**config.mk**
```make
export PLATFORM = sky130hd
export DESIGN_NAME = serial_loop_router
export DESIGN_NICKNAME = d
export VERILOG_FILES = /design/src/rtl/slr_pkg.sv /design/src/rtl/slr_pad_cell.sv /design/src/rtl/slr_rx_select.sv /design/src/rtl/slr_sync.sv /design/src/rtl/serial_loop_router.sv
export SDC_FILE = /design/constraint.sdc
export NUM_CORES = 1
export LEC_CHECK = 0
export ABC_AREA = 1
export BUFFER_PORTS_ARGS = -buffer_cell sky130_fd_sc_hd__buf_4
export CORE_AREA = 4 4 62 64
export CTS_CLUSTER_DIAMETER = 200
export DETAILED_ROUTE_END_ITERATION = 10
export DIE_AREA = 0 0 66 68
export PLACE_DENSITY = 0.59
export SYNTH_ARGS = -nofsm -noshare
export SYNTH_HDL_FRONTEND = slang
export SYNTH_SLANG_ARGS = --single-unit
```
**constraint.sdc**
```tcl
create_clock -name clk -period 1.6 [get_ports clk]
set_input_delay 0.16 -clock clk [delete_from_list [all_inputs] [get_ports clk]]
set_output_delay 0.16 -clock clk [all_outputs]
set_load 0.01 [all_outputs]
```
**src/rtl/slr_pkg.sv**
```systemverilog
package slr_pkg;
  typedef enum logic [1:0] {
    LM_NORMAL = 2'b00,
    LM_EXT    = 2'b01,
    LM_INT    = 2'b10,
    LM_RSVD   = 2'b11
  } loop_mode_e;

  typedef enum logic [1:0] {
    SRC_FUNC = 2'b00,
    SRC_LOW  = 2'b01,
    SRC_HIGH = 2'b10,
    SRC_HIZ  = 2'b11
  } pin_src_e;

  // pin index that transmits for a line on the chosen side
  function automatic int tx_pin_idx(input int line, input logic dce);
    return 2 * line + (dce ? 1 : 0);
  endfunction

  // pin index that receives for a line on the chosen side
  function automatic int rx_pin_idx(input int line, input logic dce);
    return 2 * line + (dce ? 0 : 1);
  endfunction
endpackage

```
**src/rtl/slr_pad_cell.sv**
```systemverilog
module slr_pad_cell
  import slr_pkg::*;
(
  input  logic       en,
  input  logic       tx_role,
  input  logic       func_val,
  input  logic [1:0] src,
  output logic       pad_out,
  output logic       pad_oe
);
  always_comb begin
    unique case (pin_src_e'(src))
      SRC_FUNC: begin pad_out = func_val; pad_oe = en & tx_role; end
      SRC_LOW:  begin pad_out = 1'b0;     pad_oe = en;           end
      SRC_HIGH: begin pad_out = 1'b1;     pad_oe = en;           end
      default:  begin pad_out = 1'b0;     pad_oe = 1'b0;         end
    endcase
  end
endmodule

```
**src/rtl/slr_rx_select.sv**
```systemverilog
module slr_rx_select
  import slr_pkg::*;
#(
  parameter int N_LINES = 3,
  localparam int N_PINS = 2 * N_LINES
) (
  input  logic [1:0]         mode,
  input  logic               en,
  input  logic               dce,
  input  logic [N_LINES-1:0] tx_vec,
  input  logic [N_PINS-1:0]  pad_in,
  output logic [N_LINES-1:0] rx_vec
);
  for (genvar k = 0; k < N_LINES; k++) begin : g_line
    logic side_a, side_b, from_tx_pin, from_rx_pin;
    assign side_a      = pad_in[2*k];
    assign side_b      = pad_in[2*k+1];
    assign from_tx_pin = dce ? side_b : side_a;
    assign from_rx_pin = dce ? side_a : side_b;
    always_comb begin
      unique case (loop_mode_e'(mode))
        LM_INT:  rx_vec[k] = tx_vec[k];
        LM_EXT:  rx_vec[k] = en & from_tx_pin;
        default: rx_vec[k] = en & from_rx_pin;
      endcase
    end
  end
endmodule

```
**src/rtl/slr_sync.sv**
```systemverilog
module slr_sync #(
  parameter int WIDTH  = 6,
  parameter int STAGES = 2
) (
  input  logic             clk,
  input  logic             rst_n,
  input  logic [WIDTH-1:0] d,
  output logic [WIDTH-1:0] q
);
  logic [WIDTH-1:0] stage_q [STAGES];

  for (genvar s = 0; s < STAGES; s++) begin : g_stage
    logic [WIDTH-1:0] nxt;
    if (s == 0) begin : g_first
      assign nxt = d;
    end else begin : g_next
      assign nxt = stage_q[s-1];
    end
    always_ff @(posedge clk or negedge rst_n) begin
      if (!rst_n) stage_q[s] <= '0;
      else        stage_q[s] <= nxt;
    end
  end

  assign q = stage_q[STAGES-1];


  sync_shift_chk: assert property (@(posedge clk) disable iff (!rst_n)
    (stage_q[STAGES-1] == $past(stage_q[STAGES-2])) || $past(!rst_n))
    else $error("sync chain did not shift");
endmodule

```
**src/rtl/serial_loop_router.sv**
```systemverilog
module serial_loop_router
  import slr_pkg::*;
#(
  parameter int N_LINES     = 3,
  parameter int SYNC_STAGES = 2,
  localparam int N_PINS     = 2 * N_LINES,
  localparam int SRC_W      = 2 * N_PINS
) (
  input  logic              clk,
  input  logic              rst_n,
  input  logic              tx_clk_i,
  input  logic              tx_dat_i,
  input  logic              rts_i,
  input  logic              dce_side_i,
  input  logic              xcvr_en_i,
  input  logic [1:0]        loop_mode_i,
  input  logic [SRC_W-1:0]  pin_src_i,
  input  logic [N_PINS-1:0] pad_in_i,
  output logic              rx_clk_o,
  output logic              rx_dat_o,
  output logic              cts_o,
  output logic [N_PINS-1:0] pad_out_o,
  output logic [N_PINS-1:0] pad_oe_o,
  output logic [N_PINS-1:0] pin_status_o
);
  logic [N_LINES-1:0] tx_vec, rx_vec;
  logic [N_PINS-1:0]  tx_role;

  always_comb begin
    tx_vec = '0;
    tx_vec[0] = tx_clk_i;
    tx_vec[1] = tx_dat_i;
    if (N_LINES > 2) tx_vec[N_LINES-1] = rts_i;
  end

  for (genvar p = 0; p < N_PINS; p++) begin : g_pin
    assign tx_role[p] = ((p % 2) == 1) == dce_side_i;
    slr_pad_cell u_cell (
      .en      (xcvr_en_i),
      .tx_role (tx_role[p]),
      .func_val(tx_vec[p/2]),
      .src     (pin_src_i[2*p +: 2]),
      .pad_out (pad_out_o[p]),
      .pad_oe  (pad_oe_o[p])
    );


    forced_high_chk: assert property (@(posedge clk) disable iff (!rst_n)
      (xcvr_en_i && pin_src_i[2*p +: 2] == SRC_HIGH) |-> (pad_oe_o[p] && pad_out_o[p]))
      else $error("forced-high pin not driven");
  end

  slr_rx_select #(.N_LINES(N_LINES)) u_rx (
    .mode  (loop_mode_i),
    .en    (xcvr_en_i),
    .dce   (dce_side_i),
    .tx_vec(tx_vec),
    .pad_in(pad_in_i),
    .rx_vec(rx_vec)
  );

  assign rx_clk_o = rx_vec[0];
  assign rx_dat_o = rx_vec[1];
  assign cts_o    = rx_vec[N_LINES-1];

  slr_sync #(.WIDTH(N_PINS), .STAGES(SYNC_STAGES)) u_sync (
    .clk  (clk),
    .rst_n(rst_n),
    .d    (pad_in_i),
    .q    (pin_status_o)
  );

  // cycles since reset, saturating, used only to qualify the latency check
  logic [1:0] age_q;
  always_ff @(posedge clk or negedge rst_n) begin
    if (!rst_n)             age_q <= '0;
    else if (age_q != 2'd3) age_q <= age_q + 2'd1;
  end


  no_oe_when_off_chk: assert property (@(posedge clk) disable iff (!rst_n)
    !xcvr_en_i |-> (pad_oe_o == '0))
    else $error("pad enabled while transceivers off");


  int_loop_rx_chk: assert property (@(posedge clk) disable iff (!rst_n)
    (loop_mode_i == LM_INT) |-> ({cts_o, rx_dat_o, rx_clk_o} == {rts_i, tx_dat_i, tx_clk_i}))
    else $error("internal loop mismatch");


  ext_loop_rx_chk: assert property (@(posedge clk) disable iff (!rst_n)
    (xcvr_en_i && loop_mode_i == LM_EXT) |-> (rx_dat_o == pad_in_i[tx_pin_idx(1, dce_side_i)]))
    else $error("external loop data not from transmit pin");


  int_loop_drive_chk: assert property (@(posedge clk) disable iff (!rst_n)
    (xcvr_en_i && loop_mode_i == LM_INT && pin_src_i[2*tx_pin_idx(1, dce_side_i) +: 2] == SRC_FUNC)
    |-> (pad_oe_o[tx_pin_idx(1, dce_side_i)] && pad_out_o[tx_pin_idx(1, dce_side_i)] == tx_dat_i))
    else $error("transmit data not on pin during internal loop");


  status_latency_chk: assert property (@(posedge clk) disable iff (!rst_n)
    (age_q == 2'd3 && SYNC_STAGES == 2) |-> (pin_status_o == $past(pad_in_i, 2)))
    else $error("status latency wrong");
endmodule

```
==> results.txt <==
* Util after Layout: 0.398
- Averaged over all synthesized cells, the footprint is 8.60 µm².
- In this run the tightest slew margin relative to its limit is 0.830.
- Synthesis-to-layout area growth: 36.8%
- Buffers plus inverters on the worst setup path: 4
- Total clock buffers created by CTS: 3
* Depth of the most critical reg-to-reg path: 0
- Remaining global-route overflow: 0
- The clock arrives with 0.00162 ns of skew.
- The area fraction in compound gates after synthesis was 0.0786.
- Setup tns final: 0 ns
- Final wirelength: 2250 µm
- In this run the static leakage power is 0.777 nW.
- On the critical path the largest part of the delay comes from buffers and inverters.
- Counting stages on the worst path, the most repeated cell is sky130_fd_sc_hd__nand2_1.
- Setup repair after global routing left no endpoint under its margin.
- GRT Total Usage: 0.101
- Reg-to-reg setup timing slack: 1.13 ns
- Of the total synthesized cell area, the portion taken by AND, OR, NAND and NOR gates is 0.186.
- STA classifies the critical path startpoint as a primary input.
- The library cell used most frequently in the layout, excluding fill and tap cells, is sky130_fd_sc_hd__buf_4.
- Vias: 834
- Across the run, the number of max-cap violations was 0.
* Final setup violating endpoints: 0
* Number of nets still failing antenna checks after routing: 0
- Run status: complete, no violations
- At the placement stage, the worst setup path has a slack of 0.476 ns.
* Slew at the pin closest to its max-slew limit: 0.255 ns
- Yosys mapped the design onto 14 distinct sky130hd cell types.
- Count of input and output buffers: 47
- Routed vias/inst: 4.26
* H-tree lvl count: 1
- Postcts setup bufs: 0
- Type of element capturing the critical path: output port
- Cell count after synthesis: 111
* Terminating pin of the worst hold path: u_sync.g_stage[1].nxt[5]
- Post-route DRC violation count: 0
- Number of ports placed on the die boundary: 48
- Largest family of logic cells by synthesized area: adder cells
* Final Hold Vio Count: 0
- The core region is 0.00328 mm².
* R2R Path End: u_sync.q[1]
- The Yosys step of the flow raised 0 warnings.
* Average routed wire per standard cell: 11.5 µm
- In this run the worst path has a maximum fanout of 2.
* Startpoint-to-endpoint class of the critical path: primary input to output port
- Final Slew Violations: 0
- Weighted congestion at the end of routability-driven global placement: 0.671
- The longest clock path from root to sink contains 2 buffers.
- Multiplexer fraction of the synthesized cell area: 0
- Once detailed placement completed, the half-perimeter wirelength came to 1950 µm.
- Counting flops and latches in the post-synthesis netlist gives 12.
- Antenna violations before repair: 0
- Summing internal, switching and leakage power gives 0.751 mW.
- Number of violations reported at the end of detailed-routing iteration 0: 20
- Synth top area share: 0.315
* Sinks on Clock Net: 12
- CTS placed an instance of sky130_fd_sc_hd__clkbuf_4 at the clock tree root.
* Final net count: 197
- Final critical delay including setup and external delays: 1.50 ns
- The signal on the critical path passes through dlygate4sd3_1, buf_4, inv_2, nand2_1, nand3_1, nand2_1, nand2_1, nand2_1, buf_4.
* Path class of the lowest-slack min-delay path: primary input to flip-flop
- Summed over all instances, the cell type with the most area after synthesis is sky130_fd_sc_hd__dfrtp_1.
* Fraction of the cycle the final worst path needs: 0.936
- On the worst path, the slowest cell contributes a delay of 0.55 ns.
- Worst Path Required: 1.44 ns
- Clock transition at the register clock pins on the worst setup and hold paths after CTS: 0.06 ns
- From left edge to right edge, the die measures 66 µm.
* Worst supply voltage drop on vdd: 0.192 mV
- Clock latency reported for the late side of the worst-skew pair: 0.26 ns
- Of the total synthesized cell area, the portion taken by XOR and XNOR cells is 0.
* Max frequency: 668 MHz
* Hold depth: 1
- Synth Area in Adders: 0.236
- The via count of the first global-routing pass is 884.
- Worst setup margin: 0.102 ns
- Post-synthesis net count: 156
- For this configuration, the core starts out at a cell density of 0.291.
- The repair_antennas step left the layout with diodes totalling 0.
* Hold_sp: pad_in_i[5]
- The first global-routing pass estimated 3550 µm of wire.
* Commonest cells after routing, fill and taps aside: 47 x sky130_fd_sc_hd__buf_4, 19 x sky130_fd_sc_hd__nand2_1, 18 x sky130_fd_sc_hd__ha_1
- The floorplan step defined a die boundary enclosing 0.00449 mm².
- Arrival time worst endpoint: 1.34 ns
- Entering global routing, the biggest net connects 13 pins.
- Portion of the post-synthesis area used by sequential elements: 0.315
* Max stage delay cell, worst path: sky130_fd_sc_hd__dlygate4sd3_1
- Cell Rows: 21
- Power density of the placed cells: 575 mW/mm²
* Share of post-route cells with drive strength above 1: 0.380
- In this run the critical register-to-register path is launched from u_sync.g_stage[1].nxt[1].
* Floorplan die height: 68 µm
- In this run the cell area of the synthesized design comes to 955 µm².
* First-pass iteration count of the detailed router: 4
- CTS tree: done
- Cell types occupying the most area after synthesis: sky130_fd_sc_hd__dfrtp_1 31%, sky130_fd_sc_hd__ha_1 24%, sky130_fd_sc_hd__buf_4 9.4%
==> Yosys cell counts (all sizes together) <==
cell and count:
a21o 6, a21oi 6, buf 13, dfrtp 12, ha 18, inv 18
nand2 21, nand3 8, nor2 3, nor3 6
==> flip-flops by register name, indices dropped and copies added (netlist names) <==
| name | count |
|---|---|
| u_sync.g_stage.nxt | 6 |
| u_sync.q | 6 |
==> worst max-delay path by stage <==
stage                 start     endpoint  slack [ns]  cells after the start
6_report        pad_in_i[4]        cts_o        0.10                      9
5_1_grt         pad_in_i[4]        cts_o        0.02                      9
4_1_cts         pad_in_i[4]        cts_o        0.05                      9
3_5_place_dp   pin_src_i[4]  pad_oe_o[2]        0.48                      6
3_3_place_gp   pin_src_i[8]  pad_oe_o[4]        0.55                      6
2_1_floorplan  pin_src_i[0]  pad_oe_o[0]        0.68                      5
==> area by class of cell <==
type / count / area (µm²)
Timing Repair Buffer: 49 / 373
Clock buffer: 3 / 22.5
Tap cell: 46 / 57.6
Multi-Input combinational cell: 68 / 478
Fill cell: 348 / 1980
Inverter: 18 / 75.1
Sequential cell: 12 / 300
==> layer usage <==
| metal | wire (µm) | global-route usage | vias to the layer above |
|---|---|---|---|
| met1 | 877 | 0.116 | 374 |
| li1 | - | - | 416 |
| met4 | 19 | 0.0355 | 0 |
| met2 | 1090 | 0.171 | 42 |
| met5 | 0 | 0 | - |
| met3 | 262 | 0.0394 | 2 |
==> report_power, final <==
| part | internal [mW] | total, mW | leakage, nW | switching, mW |
|---|---|---|---|---|
| Sequential | 0.318 | 0.322 | 0.140 | 0.00354 |
| Combinational | 0.132 | 0.259 | 0.623 | 0.126 |
| Clock | 0.0868 | 0.171 | 0.0138 | 0.0841 |
==> through the flow <==
stage,instance area (µm²),cells,hold WS (ns)
3_5_place_dp,1260,191,0.00488
6_report,1310,196,0.0211
3_3_place_gp,1260,191,-0.00220
2_1_floorplan,955,111,-0.136
5_1_grt,1310,196,0.00663
4_1_cts,1310,196,0.00378
==> cell families (layout without fill, tap and decap cells) <==
| kind of cell | Yosys count | after routing |
|---|---|---|
| adders and majority gates | 18 | 18 |
| and+or+nand+nor | 38 | 38 |
| buffers and inverters | 31 | 70 |
| AOI/OAI and AO/OA | 12 | 12 |
| DFF | 12 | 12 |
==> what timing repair did <==
item / in CTS / in global routing
setup endpoints to repair: 0 / 1
resized for setup: 0 / 1
hold endpoints to repair: 13 / 0
hold buffers: 2 / 0
No activity file was read; power rests on OpenSTA's default activity.
